<file path="config.mk">
export PLATFORM = sky130hd
export DESIGN_NAME = tcode_width_classifier
export DESIGN_NICKNAME = d
export VERILOG_FILES = /design/src/rtl/tcw_pkg.sv /design/src/rtl/tcw_reset_sync.sv /design/src/rtl/tcw_edge_timer.sv /design/src/rtl/tcw_classifier.sv /design/src/rtl/tcode_width_classifier.sv
export SDC_FILE = /design/constraint.sdc
export NUM_CORES = 1
export LEC_CHECK = 0
export BUFFER_PORTS_ARGS = -buffer_cell sky130_fd_sc_hd__clkbuf_2
export CAP_MARGIN = 15
export CORE_ASPECT_RATIO = 2
export CORE_MARGIN = 5
export CORE_UTILIZATION = 54
export CTS_CLUSTER_DIAMETER = 50
export CTS_CLUSTER_SIZE = 12
export DETAILED_ROUTE_END_ITERATION = 12
export GPL_ROUTABILITY_DRIVEN = 0
export PLACE_DENSITY = 0.86
export SYNTH_ARGS = -nofsm -noshare
export SYNTH_HDL_FRONTEND = slang
export SYNTH_HIERARCHICAL = 1
export SYNTH_SLANG_ARGS = --single-unit
</file>
<file path="constraint.sdc">
create_clock -name clk -period 0.8 [get_ports clk]
set_input_delay 0.12 -clock clk [delete_from_list [all_inputs] [get_ports clk]]
set_output_delay 0.12 -clock clk [all_outputs]
set_load 0.02 [all_outputs]
</file>
<file path="src/rtl/tcw_pkg.sv">
package tcw_pkg;

  typedef logic [3:0] sym_t;

  localparam sym_t SYM_ZERO   = 4'd0;
  localparam sym_t SYM_ONE    = 4'd1;
  localparam sym_t SYM_MARKER = 4'd3;

  typedef enum logic [1:0] {
    CLS_ZERO   = 2'd0,
    CLS_ONE    = 2'd1,
    CLS_MARKER = 2'd2,
    CLS_BAD    = 2'd3
  } cls_e;

  function automatic sym_t cls_to_sym(input cls_e c);
    case (c)
      CLS_ONE:    return SYM_ONE;
      CLS_MARKER: return SYM_MARKER;
      default:    return SYM_ZERO;
    endcase
  endfunction

endpackage

</file>
<file path="src/rtl/tcw_reset_sync.sv">
module tcw_reset_sync #(
  parameter int unsigned STAGES = 2
) (
  input  logic clk,
  input  logic rst_n,
  output logic rst_sync_n
);

  logic [STAGES-1:0] chain_q;
  logic [STAGES-1:0] chain_d;

  always_comb begin
    chain_d = {chain_q[STAGES-2:0], 1'b1};
  end

  always_ff @(posedge clk or negedge rst_n) begin
    if (!rst_n) chain_q <= '0;
    else        chain_q <= chain_d;
  end

  assign rst_sync_n = chain_q[STAGES-1];

endmodule

</file>
<file path="src/rtl/tcw_edge_timer.sv">
module tcw_edge_timer #(
  parameter int unsigned SYNC_STAGES = 2,
  parameter int unsigned CNT_W       = 9
) (
  input  logic             clk,
  input  logic             rst_n,
  input  logic             code_in,
  output logic             fall_stb,
  output logic [CNT_W-1:0] width
);

  localparam logic [CNT_W-1:0] CNT_MAX = {CNT_W{1'b1}};

  logic [SYNC_STAGES-1:0] sync_q;
  logic                   prev_q;
  logic [CNT_W-1:0]       cnt_q;
  logic [CNT_W-1:0]       cnt_d;
  logic                   level;
  logic                   rise;

  assign level    = sync_q[SYNC_STAGES-1];
  assign rise     = level & ~prev_q;
  assign fall_stb = ~level & prev_q;
  assign width    = cnt_q;

  // Width counter: restart at a rising edge, count while high, hold at max.
  always_comb begin
    cnt_d = cnt_q;
    if (rise)
      cnt_d = {{(CNT_W-1){1'b0}}, 1'b1};
    else if (level && (cnt_q != CNT_MAX))
      cnt_d = cnt_q + 1'b1;
  end

  generate
    if (SYNC_STAGES > 1) begin : g_multi
      always_ff @(posedge clk or negedge rst_n) begin
        if (!rst_n) sync_q <= '0;
        else        sync_q <= {sync_q[SYNC_STAGES-2:0], code_in};
      end
    end else begin : g_single
      always_ff @(posedge clk or negedge rst_n) begin
        if (!rst_n) sync_q <= '0;
        else        sync_q <= code_in;
      end
    end
  endgenerate

  always_ff @(posedge clk or negedge rst_n) begin
    if (!rst_n) begin
      prev_q <= 1'b0;
      cnt_q  <= '0;
    end else begin
      prev_q <= level;
      cnt_q  <= cnt_d;
    end
  end

endmodule

</file>
<file path="src/rtl/tcw_classifier.sv">
module tcw_classifier
  import tcw_pkg::*;
#(
  parameter int unsigned CNT_W  = 9,
  parameter int unsigned LIM_LO = 20,
  parameter int unsigned LIM_01 = 70,
  parameter int unsigned LIM_1M = 130,
  parameter int unsigned LIM_HI = 190
) (
  input  logic             clk,
  input  logic             rst_n,
  input  logic             fall_stb,
  input  logic [CNT_W-1:0] width,
  output sym_t             sym_code,
  output logic             sym_valid,
  output logic             width_err
);

  localparam logic [CNT_W-1:0] B_LO = CNT_W'(LIM_LO);
  localparam logic [CNT_W-1:0] B_01 = CNT_W'(LIM_01);
  localparam logic [CNT_W-1:0] B_1M = CNT_W'(LIM_1M);
  localparam logic [CNT_W-1:0] B_HI = CNT_W'(LIM_HI);

  cls_e cls;
  sym_t sym_d;
  logic valid_d;
  logic err_d;

  always_comb begin
    if (width < B_LO)      cls = CLS_BAD;
    else if (width < B_01) cls = CLS_ZERO;
    else if (width < B_1M) cls = CLS_ONE;
    else if (width < B_HI) cls = CLS_MARKER;
    else                   cls = CLS_BAD;
  end

  always_comb begin
    valid_d = fall_stb && (cls != CLS_BAD);
    err_d   = fall_stb && (cls == CLS_BAD);
    sym_d   = valid_d ? cls_to_sym(cls) : sym_code;
  end

  always_ff @(posedge clk or negedge rst_n) begin
    if (!rst_n) begin
      sym_code  <= SYM_ZERO;
      sym_valid <= 1'b0;
      width_err <= 1'b0;
    end else begin
      sym_code  <= sym_d;
      sym_valid <= valid_d;
      width_err <= err_d;
    end
  end

endmodule

</file>
<file path="src/rtl/tcode_width_classifier.sv">
module tcode_width_classifier #(
  parameter int unsigned CLKS_PER_MS = 50000,
  parameter int unsigned SYNC_STAGES = 2
) (
  input  logic       clk,
  input  logic       rst_n,
  input  logic       code_in,
  output logic [3:0] sym_code,
  output logic       sym_valid,
  output logic       width_err
);

  localparam int unsigned LIM_LO = CLKS_PER_MS;
  localparam int unsigned LIM_01 = (7  * CLKS_PER_MS) / 2;
  localparam int unsigned LIM_1M = (13 * CLKS_PER_MS) / 2;
  localparam int unsigned LIM_HI = (19 * CLKS_PER_MS) / 2;
  localparam int unsigned CNT_W  = $clog2(LIM_HI + 1) + 1;

  logic             rst_core_n;
  logic             fall_stb;
  logic [CNT_W-1:0] pulse_width;

  tcw_reset_sync #(.STAGES(2)) u_rst (
    .clk        (clk),
    .rst_n      (rst_n),
    .rst_sync_n (rst_core_n)
  );

  tcw_edge_timer #(.SYNC_STAGES(SYNC_STAGES), .CNT_W(CNT_W)) u_timer (
    .clk      (clk),
    .rst_n    (rst_core_n),
    .code_in  (code_in),
    .fall_stb (fall_stb),
    .width    (pulse_width)
  );

  tcw_classifier #(
    .CNT_W  (CNT_W),
    .LIM_LO (LIM_LO),
    .LIM_01 (LIM_01),
    .LIM_1M (LIM_1M),
    .LIM_HI (LIM_HI)
  ) u_cls (
    .clk       (clk),
    .rst_n     (rst_core_n),
    .fall_stb  (fall_stb),
    .width     (pulse_width),
    .sym_code  (sym_code),
    .sym_valid (sym_valid),
    .width_err (width_err)
  );

endmodule

</file>
After elaboration in Yosys (flattened, before gate mapping). Index checks and enable logic that the tools add are counted.

Register bits: 31. Bits of input ports: 3.

Bitwise operators: 4. Reductions and logical operators: 4. Mux-type cells: 7. Order comparisons: 4. $add $sub $neg: 1. Equal/unequal tests: 5.

Operators with widths (count): less-than comparator 20 x 19 -> 1 bit, second input constant (2); two-way mux 20 bit (2); adder 20 x 1 -> 20 bit, second input constant (1); less-than comparator 20 x 16 -> 1 bit, second input constant (1); less-than comparator 20 x 18 -> 1 bit, second input constant (1); != test 20 bit, second input constant (1); two-way mux 2 bit (3); == test 2 bit, second input constant (2); case mux 2 bit (2 select lines) (1); logical AND 1 bit (3); AND 1 bit (2); == test 2 x 1 -> 1 bit, second input constant (1); != test 2 bit, second input constant (1); inverter 1 bit (2); nonzero test 2 bit (1); two-way mux 1 bit (1).

Depth between registers and ports, before layout. Gate-level depths: netlist (run 1).

Depth after elaboration: 7. Mapped depth: 8.

Cells and area by module. The synthesis (run 1) kept the hierarchy.

Modules (own cells, without submodules): tcw_edge_timer (sequential area each 575.6 µm², instances 1, cells an instance 131, area each 1211.2 µm²); tcw_classifier (sequential area each 100.1 µm², instances 1, cells an instance 47, area each 396.6 µm²); tcw_reset_sync (sequential area each 50.0 µm², instances 1, cells an instance 3, area each 53.8 µm²).

Worst setup path after synthesis (run 1). OpenSTA, ideal clock, no wires.

Path kind: flip-flop to flip-flop. From: reg u_timer.cnt_q[4] (netlist: u_timer/width[4]). To: reg u_cls.sym_code[0]. Cell stages (with the launch flop): 8. Setup slack: -1731 ps. Setup time: 125 ps. Data arrival time: 2407 ps. Data required time: 675 ps. Buffers on the path: 0. Cell sequence: dfrtp_1 > or4_1 > a311o_1 > a311oi_2 > nand2_1 > ha_1 > nor2b_1 > mux2_2.

Word-level cells in the longest chain between the ends: 7. Elaborated cells on any way between the ends: 13. Those cells by class: 4 x order compare; 3 x eq/ne; 5 x mux; 1 x reduce/logical.

RTL lines: start, declared (RTL line tcw_edge_timer.sv:16) `logic [CNT_W-1:0] cnt_q;`; start signal, assigned (RTL line tcw_edge_timer.sv:55) `cnt_q <= cnt_d;`; less-than comparator 20 x 19 -> 1 bit (RTL line tcw_classifier.sv:33) `else if (width < B_HI) cls = CLS_MARKER;`; two-way mux 1 bit (RTL line tcw_classifier.sv:33); two-way mux 2 bit (RTL line tcw_classifier.sv:32) `else if (width < B_1M) cls = CLS_ONE;`; two-way mux 2 bit (RTL line tcw_classifier.sv:31) `else if (width < B_01) cls = CLS_ZERO;`; two-way mux 2 bit (*) (RTL line tcw_classifier.sv:30) `if (width < B_LO) cls = CLS_BAD;`; != test 2 bit (*) (RTL line tcw_classifier.sv:38) `valid_d = fall_stb && (cls != CLS_BAD);`; logical AND 1 bit (*) (RTL line tcw_classifier.sv:38); via u_cls.valid_d (RTL line tcw_classifier.sv:26) `logic valid_d;`; end signal, assigned (RTL line tcw_classifier.sv:49) `sym_code <= sym_d;`; end, declared (RTL line tcw_classifier.sv:14) `output sym_t sym_code,`.

The timed path passes the listed nets; every way through them passes the cells marked *. A chain may end at the register's enable or synchronous reset.

Final worst setup path (run 1).
From: reg u_timer.cnt_q[3] (netlist: u_timer/width[3]). To: reg u_cls.sym_code[0].

Same word-level chain as after synthesis.

==> flow_metrics.env, run 1 <==
export IMPL_startpoint="u_timer/width[3]$_DFFE_PN0P_"
export IMPL_synth_ff_type="dfrtp_1"
export IMPL_syn_inst=181
export IMPL_postSynthAreaPerCell_um2=9.18
export IMPL_grt_max_degree=24
export IMPL_synthDistinctLibCells=46
export IMPL_hold_path_class="flip-flop to async pin"
export IMPL_clock_sinks=29
export IMPL_grt_first_pass_wirelength_um=10300
export IMPL_antenna_found_initial=0
export IMPL_drv_cap=0
export IMPL_rsz0062_at_grt="true"
export IMPL_clk_pin_slew_worst_paths_ns=0.06
export IMPL_ir_drop_uv=1600
export IMPL_finalWorstSetupSlack_ns=-1.79
export IMPL_fin_crit_sh=3.24
export IMPL_rrSetupSlack_ns=-1.79
export IMPL_placed_area_um2=2110
export IMPL_yosysSeqAreaShare=0.437
export IMPL_synth_adder_area_share=0.0226
export IMPL_drtIter0Drc=185
export IMPL_tritoncts="built"
export IMPL_utilization=0.916
export IMPL_post_route_min_period_ns=2.59
export IMPL_start_kind="flip-flop"
export IMPL_synthSimpleGateAreaFrac=0.254
export IMPL_n_antenna_cell=0
export IMPL_status="finished with violations"
export IMPL_syn_area_um2=1660
export IMPL_setup_violations=28
export IMPL_worst_slew_pin_slew_ns=0.626
export IMPL_r2r_end="u_cls/sym_code[0]$_DFFE_PN0P_"
export IMPL_rr_worst_depth=8
export IMPL_dieArea_um2=4350
export IMPL_dp_final_hpwl_um=4000
export IMPL_synth_top_family_by_area="simple AND/OR/NAND/NOR gates"
export IMPL_synth_common_cells="dfrtp_1, o21ai_0, nand2_1"
export IMPL_violations="setup timing"
export IMPL_max_freq_mhz=386
export IMPL_cts_root_buf="clkbuf_8"
export IMPL_placement_rows=28
export IMPL_setup_tns_ns=-31.71
export IMPL_synth_compound_area_frac=0.239
export IMPL_core_um2=2980
export IMPL_viasPerCell=7.54
export IMPL_reg2reg_from="u_timer/width[3]$_DFFE_PN0P_"
export IMPL_synth_seq_cells=29
export IMPL_async_reset_ff_frac=1.00
export IMPL_drc_errors=0
export IMPL_arrival_ns=2.75
export IMPL_overflow=0
export IMPL_synthXorXnorAreaFrac=0
export IMPL_p_leak_nw=1.22
export IMPL_die_h_um=88.4
export IMPL_yosys_top_cells_area="dfrtp_1, o21ai_0, nand2_1"
export IMPL_drtPass1Iterations=5
export IMPL_htree_levels=2
export IMPL_path_class="flip-flop to flip-flop"
export IMPL_final_hold_viol_count=0
export IMPL_finalMaxSlewViolations=0
export IMPL_fin_skew_ns=0.00957
export IMPL_cts_buffers=5
export IMPL_nFillCells=99
export IMPL_io_pins=9
export IMPL_cp_max_fo=3
export IMPL_groute_usage_overall=0.312
export IMPL_numPortBuffers=6
export IMPL_wl_per_cell_um=28.5
export IMPL_seqCellArea_um2=733
export IMPL_yosysWarnings=6
export IMPL_start_util=0.558
export IMPL_fin_hold_ws_ns=0.0825
export IMPL_grt_pass1_vias=2084
export IMPL_yosysTopAreaCell="dfrtp_1"
export IMPL_total_power_mw=3.44
export IMPL_clk_latency_ns=0.28
export IMPL_design_area_um2=2730
export IMPL_muxShareOfSynthArea=0.0136
export IMPL_antenna_left=0
export IMPL_multi_input_area_um2=1180
export IMPL_cp_endpoint="u_cls/sym_code[0]$_DFFE_PN0P_"
export IMPL_die_w_um=49.2
export IMPL_slew_headroom=0.578
export IMPL_area_delta_synth_final_pct=64.2
export IMPL_yosysMostFrequentCell="dfrtp_1"
export IMPL_worstPathRequired_ns=0.96
export IMPL_cp_end_kind="flip-flop"
export IMPL_yosys_area_top_type_share=0.437
export IMPL_cts_buffer_depth=2
export IMPL_p_per_area_nw_per_um2=1260
export IMPL_synth_edf_count=0
export IMPL_finalNetCount=262
export IMPL_totalWireLength_um=8190
export IMPL_vias=2164
export IMPL_drive_above_1_share=0.525
-- metrics by stage --
step | setup WS, ns | std cells
detailed placement | -1.71 | 259
global placement | -1.54 | 259
global route | -1.90 | 287
floorplan | -1.50 | 182
CTS | -1.66 | 279
finish | -1.79 | 287
-- worst max-delay path: stages (launching register included) --
cell and delay, ns:
dfrtp_1 0.40, or4_1 0.52, a311o_1 0.31, a311oi_4 0.28, nor4_2 0.13, o21ai_1 0.21, ha_2 0.25, nor2b_4 0.06
mux2_4 0.30
-- per-layer routing --
layer,global-route usage,wire (um)
met2,0.573,4020
met3,0.0573,783
met5,0,0
met4,0.225,850
met1,0.300,2530
-- how the worst min path moves through the flow --
stage                               startpoint                           end
floorplan                                rst_n    u_rst/chain_q[0]$_DFF_PN0_
global placement                         rst_n    u_rst/chain_q[0]$_DFF_PN0_
detailed placement                       rst_n    u_rst/chain_q[0]$_DFF_PN0_
CTS                 u_rst/chain_q[1]$_DFF_PN0_  u_timer/width[2]$_DFFE_PN0P_
global route        u_rst/chain_q[1]$_DFF_PN0_  u_timer/width[2]$_DFFE_PN0P_
finish              u_rst/chain_q[1]$_DFF_PN0_  u_timer/width[2]$_DFFE_PN0P_
-- report_power, final --
part           switching, mW  internal [mW]  total (mW)
logic                  0.281          0.216       0.497
registers             0.0662           1.52        1.59
clock network          0.581          0.777        1.36
-- repair_timing --
item	CTS	global route
setup buffers	11	8
pin swaps	9	20
endpoints found under the setup margin	28	29
hold buffers	2	0
gates resized for setup	42	54
cloned	0	3
hold endpoints to repair	3	0
-- sequential cells by signal, indices dropped and copies added, names as in the netlist --
name,count
u_timer/width,20
u_cls/sym_code,2
u_rst/chain_q,2
u_timer/sync_q,2
u_cls/sym_valid,1
u_cls/width_err,1
u_timer/prev_q,1
-- final cells by class --
cell class,count,share of cell area
clock inverters,1,0.00183
well taps,30,0.0138
clock buffers,7,0.0353
inverters,2,0.00275
flip-flops and latches,29,0.269
repair buffers,73,0.247
multi-input cells,145,0.431
-- kinds of logic after synthesis --
family,Yosys count
buf+inv,8
fa+ha+maj,3
compound gates,58
mux,2
flops,29
other cells,2
simple gates,79
-- layout by cell type (no fill, tap or decap), types with 3 or more instances in the layout --
| master | count |
|---|---|
| nand2_1 | 14 |
| nor3_1 | 5 |
| buf_6 | 13 |
| clkbuf_8 | 8 |
| and3_4 | 3 |
| nand2_2 | 4 |
| a31oi_1 | 5 |
| o21ai_2 | 10 |
| conb_1 | 3 |
| o31ai_2 | 5 |
| and2_1 | 4 |
| and4_1 | 3 |
| o41ai_2 | 3 |
| dfrtp_1 | 23 |
| o21ai_1 | 5 |
| nand3_1 | 5 |
| buf_12 | 3 |
| nand4_1 | 8 |
| o21ai_4 | 6 |
| buf_4 | 49 |
| o21a_1 | 4 |
| nand2b_1 | 4 |
| a21oi_1 | 3 |
| nor2_1 | 14 |
| dfrtp_2 | 6 |
Power figures use the tool's default switching activity.
==> run 2, diff against run 1 <==
--- a/config.mk
+++ b/config.mk
@@ -9,12 +9,12 @@
 export CAP_MARGIN = 15
 export CORE_ASPECT_RATIO = 2
 export CORE_MARGIN = 5
-export CORE_UTILIZATION = 54
+export CORE_UTILIZATION = 60
 export CTS_CLUSTER_DIAMETER = 50
 export CTS_CLUSTER_SIZE = 12
 export DETAILED_ROUTE_END_ITERATION = 12
 export GPL_ROUTABILITY_DRIVEN = 0
-export PLACE_DENSITY = 0.86
+export PLACE_DENSITY = 0.89
 export SYNTH_ARGS = -nofsm -noshare
 export SYNTH_HDL_FRONTEND = slang
 export SYNTH_HIERARCHICAL = 1
==> constraint.sdc (replaced) <==
create_clock -name clk -period 3.2 [get_ports clk]
set_input_delay 0.48 -clock clk [delete_from_list [all_inputs] [get_ports clk]]
set_output_delay 0.48 -clock clk [all_outputs]
set_load 0.02 [all_outputs]
==> run 2 against run 1 <==
  * Clock skew down 0.0011 ns
  * Setup slack better by 2.1 ns
  * Wire length down 50%
  * Register-to-register slack better by 2.1 ns
  * The flow now finishes without violations
  * Highest routed layer unchanged
  * Die area down 8.5%
  * Fmax down 10%
  * Largest cell class unchanged
==> flow_metrics.env, run 2 (synthesis results as in run 1) <==
export IMPL_viasPerCell=6.94
export IMPL_placement_rows=27
export IMPL_hold_path_class="flip-flop to async pin"
export IMPL_cts_root_buf="clkbuf_8"
export IMPL_cp_end_kind="flip-flop"
export IMPL_rrSetupSlack_ns=0.32
export IMPL_io_pins=9
export IMPL_vias=1526
export IMPL_start_kind="flip-flop"
export IMPL_switching_share=0.238
export IMPL_final_cell_mix="dfrtp_1, o21ai_0, nand2_1"
export IMPL_die_w_um=47.2
export IMPL_cp_max_fo=11
export IMPL_rsz0062_at_grt="false"
export IMPL_cp_endpoint="u_cls/sym_code[0]$_DFFE_PN0P_"
export IMPL_worstPathRequired_ns=3.36
export IMPL_placed_area_um2=1690
export IMPL_seq_power_share=0.537
export IMPL_totalWireLength_um=4110
export IMPL_fin_hold_ws_ns=0.250
export IMPL_fin_skew_ns=0.00844
export IMPL_slew_headroom=0.405
export IMPL_multi_input_area_um2=890
export IMPL_dp_final_hpwl_um=2960
export IMPL_drtPass1Iterations=4
export IMPL_met1_length_um=1440
export IMPL_placed_cells=211
export IMPL_met2WireLength_um=2200
export IMPL_nFillCells=203
export IMPL_dr_wl_met3_um=182
export IMPL_p_switching_mw=0.177
export IMPL_grt_max_degree=28
export IMPL_groute_usage_overall=0.240
export IMPL_clk_pin_slew_worst_paths_ns=0.06
export IMPL_area_delta_synth_final_pct=8.36
export IMPL_cts_buffers=5
export IMPL_clock_sinks=29
export IMPL_cts_resized=0
export IMPL_antenna_left=0
export IMPL_dieArea_um2=3990
export IMPL_design_area_um2=1800
export IMPL_htree_levels=2
export IMPL_path_class="flip-flop to flip-flop"
export IMPL_wl_per_cell_um=18.7
export IMPL_startpoint="u_timer/width[5]$_DFFE_PN0P_"
export IMPL_ir_drop_uv=355
export IMPL_worst_slew_pin_slew_ns=0.870
export IMPL_drtIter0Drc=85
export IMPL_start_util=0.615
export IMPL_p_per_area_nw_per_um2=414
export IMPL_rr_worst_depth=8
export IMPL_core_um2=2700
export IMPL_numPortBuffers=6
export IMPL_drc_errors=0
export IMPL_drv_cap=0
export IMPL_top_layer="met4"
export IMPL_antenna_found_initial=0
export IMPL_utilization=0.666
export IMPL_finalMaxSlewViolations=0
export IMPL_finalNetCount=197
export IMPL_hold_buffers=1
export IMPL_p_int_mw=0.568
export IMPL_fin_crit_sh=0.901
export IMPL_r2r_end="u_cls/sym_code[0]$_DFFE_PN0P_"
export IMPL_drive_above_1_share=0.105
export IMPL_setup_tns_ns=0
export IMPL_post_route_min_period_ns=2.88
export IMPL_arrival_ns=3.05
export IMPL_p_leak_nw=0.753
export IMPL_max_freq_mhz=347
export IMPL_post_cts_buffers=0
export IMPL_final_hold_viol_count=0
export IMPL_n_antenna_cell=0
export IMPL_reg2reg_from="u_timer/width[5]$_DFFE_PN0P_"
export IMPL_seqCellArea_um2=726
export IMPL_combPwrFrac=0.063
export IMPL_overflow=0
export IMPL_status="completed"
export IMPL_setup_violations=0
export IMPL_die_h_um=84.4
export IMPL_clkPwrFrac=0.400
export IMPL_tritoncts="built"
export IMPL_clk_latency_ns=0.28
export IMPL_grt_first_pass_wirelength_um=6920
export IMPL_largest_reg_flops=20
export IMPL_cts_buffer_depth=2
export IMPL_fin_cells=220
export IMPL_grt_pass1_vias=1560
export IMPL_final_common_cell="dfrtp_1"
run 2: changes by cell type in the layout (fill, tap and decap cells not counted), moves of 6 or more:
cell / delta
dfrtp_2: -6
buf_4: -49
o21ai_0: +18
dfrtp_1: +6
o21ai_2: -10
buf_6: -13
o31ai_1: +6
run 2: worst min-delay path by stage:
stage | cells after the start | slack [ns] | end
detailed placement | 1 | 0.27 | u_rst/chain_q[0]$_DFF_PN0_
floorplan | 0 | 0.18 | u_rst/chain_q[0]$_DFF_PN0_
global route | 0 | 0.31 | u_timer/width[3]$_DFFE_PN0P_
CTS | 1 | 0.31 | u_timer/sync_q[0]$_DFF_PN0_
global placement | 1 | 0.27 | u_rst/chain_q[0]$_DFF_PN0_
finish | 0 | 0.25 | u_timer/width[3]$_DFFE_PN0P_
run 2: layer usage:
| layer | up-vias | track usage |
|---|---|---|
| met3 | 29 | 0.0408 |
| li1 | 704 | - |
| met1 | 719 | 0.258 |
| met5 | - | 0 |
| met4 | 0 | 0.186 |
| met2 | 74 | 0.384 |
run 2: power groups by stage:
stage | sequential, mW | clock, mW | combinational (mW)
after detailed placement | 0.410 | 0 | 0.0409
after global routing | 0.403 | 0.315 | 0.0543
final | 0.400 | 0.298 | 0.0473
after CTS | 0.403 | 0.302 | 0.0421
after floorplan | 0.403 | 0 | 0.0354
after global placement | 0.408 | 0 | 0.0386
run 2: through the flow:
stage               setup WS, ns  power [mW]
global placement           0.615       0.447
CTS                        0.414       0.747
floorplan                  0.669       0.439
global route               0.218       0.773
detailed placement         0.438       0.450
finish                     0.315       0.746
run 2: layout make-up:
cell class	instances	share of cell area
Multi-Input combinational cell	145	0.494
Sequential cell	29	0.403
Clock buffer	7	0.0479
Timing Repair Buffer	8	0.0306
Tap cell	29	0.0202
Inverter	2	0.00417
run 2: worst max-delay path, stage by stage, from the launching register on:
cell,delay (ns)
dfrtp_1,0.47
a211o_2,0.34
nand4_1,0.09
a211oi_1,0.08
a2111oi_0,0.76
o21ai_1,0.17
ha_1,0.25
nor2b_1,0.23
mux2_2,0.37
==> run 3, diff against run 2 <==
--- a/config.mk
+++ b/config.mk
@@ -8,13 +8,12 @@
 export BUFFER_PORTS_ARGS = -buffer_cell sky130_fd_sc_hd__clkbuf_2
 export CAP_MARGIN = 15
 export CORE_ASPECT_RATIO = 2
-export CORE_MARGIN = 5
-export CORE_UTILIZATION = 60
+export CORE_MARGIN = 2
+export CORE_UTILIZATION = 40
 export CTS_CLUSTER_DIAMETER = 50
 export CTS_CLUSTER_SIZE = 12
 export DETAILED_ROUTE_END_ITERATION = 12
-export GPL_ROUTABILITY_DRIVEN = 0
-export PLACE_DENSITY = 0.89
+export PLACE_DENSITY = 0.67
 export SYNTH_ARGS = -nofsm -noshare
 export SYNTH_HDL_FRONTEND = slang
 export SYNTH_HIERARCHICAL = 1
==> run 3 against run 2 <==
  * Highest routed layer unchanged
  * Count of clock-buffer cells in the layout shrank 2
  * Wire length decreased by 3.2%
  * Largest cell class unchanged
  * Critical endpoint is now u_cls/sym_code[1]$_DFFE_PN0P_
  * Largest power group unchanged
  * Non-clock buffer count up 1
  * Flip-flop and latch count unchanged
  * Sequential share of layout area fell by 1.7 points
  * Clock power increased by 29%
  * Hold slack got worse by 0.039 ns
  * Critical path depth shrank 1
==> flow_metrics.env, run 3 (synthesis results as in run 1) <==
export IMPL_slew_headroom=0.599
export IMPL_cts_buffer_depth=2
export IMPL_pre_cts_ws_ns=0.524
export IMPL_drive_above_1_share=0.119
export IMPL_hold_path_class="flip-flop to async pin"
export IMPL_io_pins=9
export IMPL_drv_cap=0
export IMPL_grt_max_degree=28
export IMPL_setup_tns_ns=0
export IMPL_hold_buffers=1
export IMPL_routabilityCongestion=0.908
export IMPL_antenna_found_initial=0
export IMPL_arrival_ns=2.85
export IMPL_rrSetupSlack_ns=0.51
export IMPL_p_leak_nw=0.773
export IMPL_grt_first_pass_wirelength_um=6650
export IMPL_htree_levels=2
export IMPL_die_h_um=95.2
export IMPL_finalMaxSlewViolations=0
export IMPL_n_antenna_cell=0
export IMPL_drtIter0Drc=42
export IMPL_viasPerCell=6.09
export IMPL_vias=1492
export IMPL_clk_latency_ns=0.29
export IMPL_worstPathRequired_ns=3.37
export IMPL_largest_reg_flops=20
export IMPL_startpoint="u_timer/width[4]$_DFFE_PN0P_"
export IMPL_area_delta_synth_final_pct=13.0
export IMPL_cts_resized=0
export IMPL_cts_buffers=5
export IMPL_p_per_area_nw_per_um2=444
export IMPL_fin_skew_ns=0.00965
export IMPL_final_cell_mix="dfrtp_1, o21ai_0, nand2_1"
export IMPL_cts_root_buf="clkbuf_8"
export IMPL_groute_usage_overall=0.187
export IMPL_numPortBuffers=6
export IMPL_status="completed"
export IMPL_finalNetCount=198
export IMPL_wl_per_cell_um=16.2
export IMPL_tritoncts="built"
export IMPL_core_um2=4050
export IMPL_die_w_um=49.6
export IMPL_grt_pass1_vias=1440
export IMPL_fin_hold_ws_ns=0.210
export IMPL_drtPass1Iterations=4
export IMPL_fin_crit_sh=0.839
export IMPL_drc_errors=0
export IMPL_finalWorstSetupSlack_ns=0.515
export IMPL_antenna_left=0
export IMPL_total_power_mw=0.834
export IMPL_final_common_cell="dfrtp_1"
export IMPL_post_cts_buffers=0
export IMPL_max_freq_mhz=372
export IMPL_cp_end_kind="flip-flop"
export IMPL_overflow=0
export IMPL_post_route_min_period_ns=2.69
export IMPL_start_kind="flip-flop"
export IMPL_rsz0062_at_grt="false"
export IMPL_clk_pin_slew_worst_paths_ns=0.07
export IMPL_clock_sinks=29
export IMPL_totalWireLength_um=3980
export IMPL_reg2reg_from="u_timer/width[4]$_DFFE_PN0P_"
export IMPL_worst_slew_pin_slew_ns=0.598
export IMPL_ir_drop_uv=286
export IMPL_placement_rows=33
export IMPL_dieArea_um2=4720
export IMPL_cp_max_fo=11
export IMPL_setup_violations=0
export IMPL_path_class="flip-flop to flip-flop"
export IMPL_start_util=0.411
export IMPL_dp_final_hpwl_um=2790
export IMPL_final_hold_viol_count=0
[run 3: cell count changes in the layout (fill, tap and decap cells not counted)]
cell        delta
bufinv_16      +1
clkinvlp_4     +1
buf_8          -1
clkbuf_8       -1
clkinv_4       +1
buf_16         +1
buf_4          +1
clkbuf_1       -1
[run 3: final timing paths]
| check | end | cells past startpoint |
|---|---|---|
| max | u_cls/sym_code[1]$_DFFE_PN0P_ | 7 |
| min | u_timer/width[15]$_DFFE_PN0P_ | 0 |
| max reg2reg | u_cls/sym_code[1]$_DFFE_PN0P_ | 7 |
| min reg2reg | u_timer/width[15]$_DFFE_PN0P_ | 0 |
| max in group asynchronous | u_timer/width[11]$_DFFE_PN0P_ | 1 |
| min in group clk | u_timer/sync_q[0]$_DFF_PN0_ | 1 |
[run 3: area by class of cell]
type / instances / area [um^2]
Sequential cell: 29 / 726
Inverter: 2 / 7.51
Fill cell: 419 / 2170
Multi-Input combinational cell: 145 / 890
Tap cell: 52 / 65.1
Clock inverter: 3 / 46.3
Timing Repair Buffer: 9 / 75.1
Clock buffer: 5 / 68.8
[run 3: metal layers]
metal	track usage	share of wire	vias up
met4	0.125	0.035	0
met2	0.343	0.55	32
met5	0	0	-
li1	-	-	706
met3	0.0282	0.026	12
met1	0.191	0.38	742
[run 3: power breakdown]
part | switching, mW | internal [mW] | total (mW)
sequential | 0.0205 | 0.380 | 0.401
clock | 0.151 | 0.233 | 0.383
combinational | 0.0300 | 0.0204 | 0.0504
[run 3: worst max-delay path, stage by stage (launching register included)]
cell	delay [ns]
dfrtp_1	0.48
or4_1	0.53
a311o_1	0.37
a311oi_2	0.29
nand2_1	0.11
ha_1	0.22
nor2b_1	0.21
mux2_2	0.36
[run 3: stage by stage]
| step | utilization | cell area [um^2] | cells |
|---|---|---|---|
| 4_1_cts | 0.457 | 1850 | 244 |
| 2_1_floorplan | - | 1670 | 182 |
| 3_3_place_gp | 0.426 | 1730 | 235 |
| 3_5_place_dp | 0.426 | 1730 | 235 |
| 5_1_grt | 0.464 | 1880 | 245 |
| 6_report | 0.464 | 1880 | 245 |
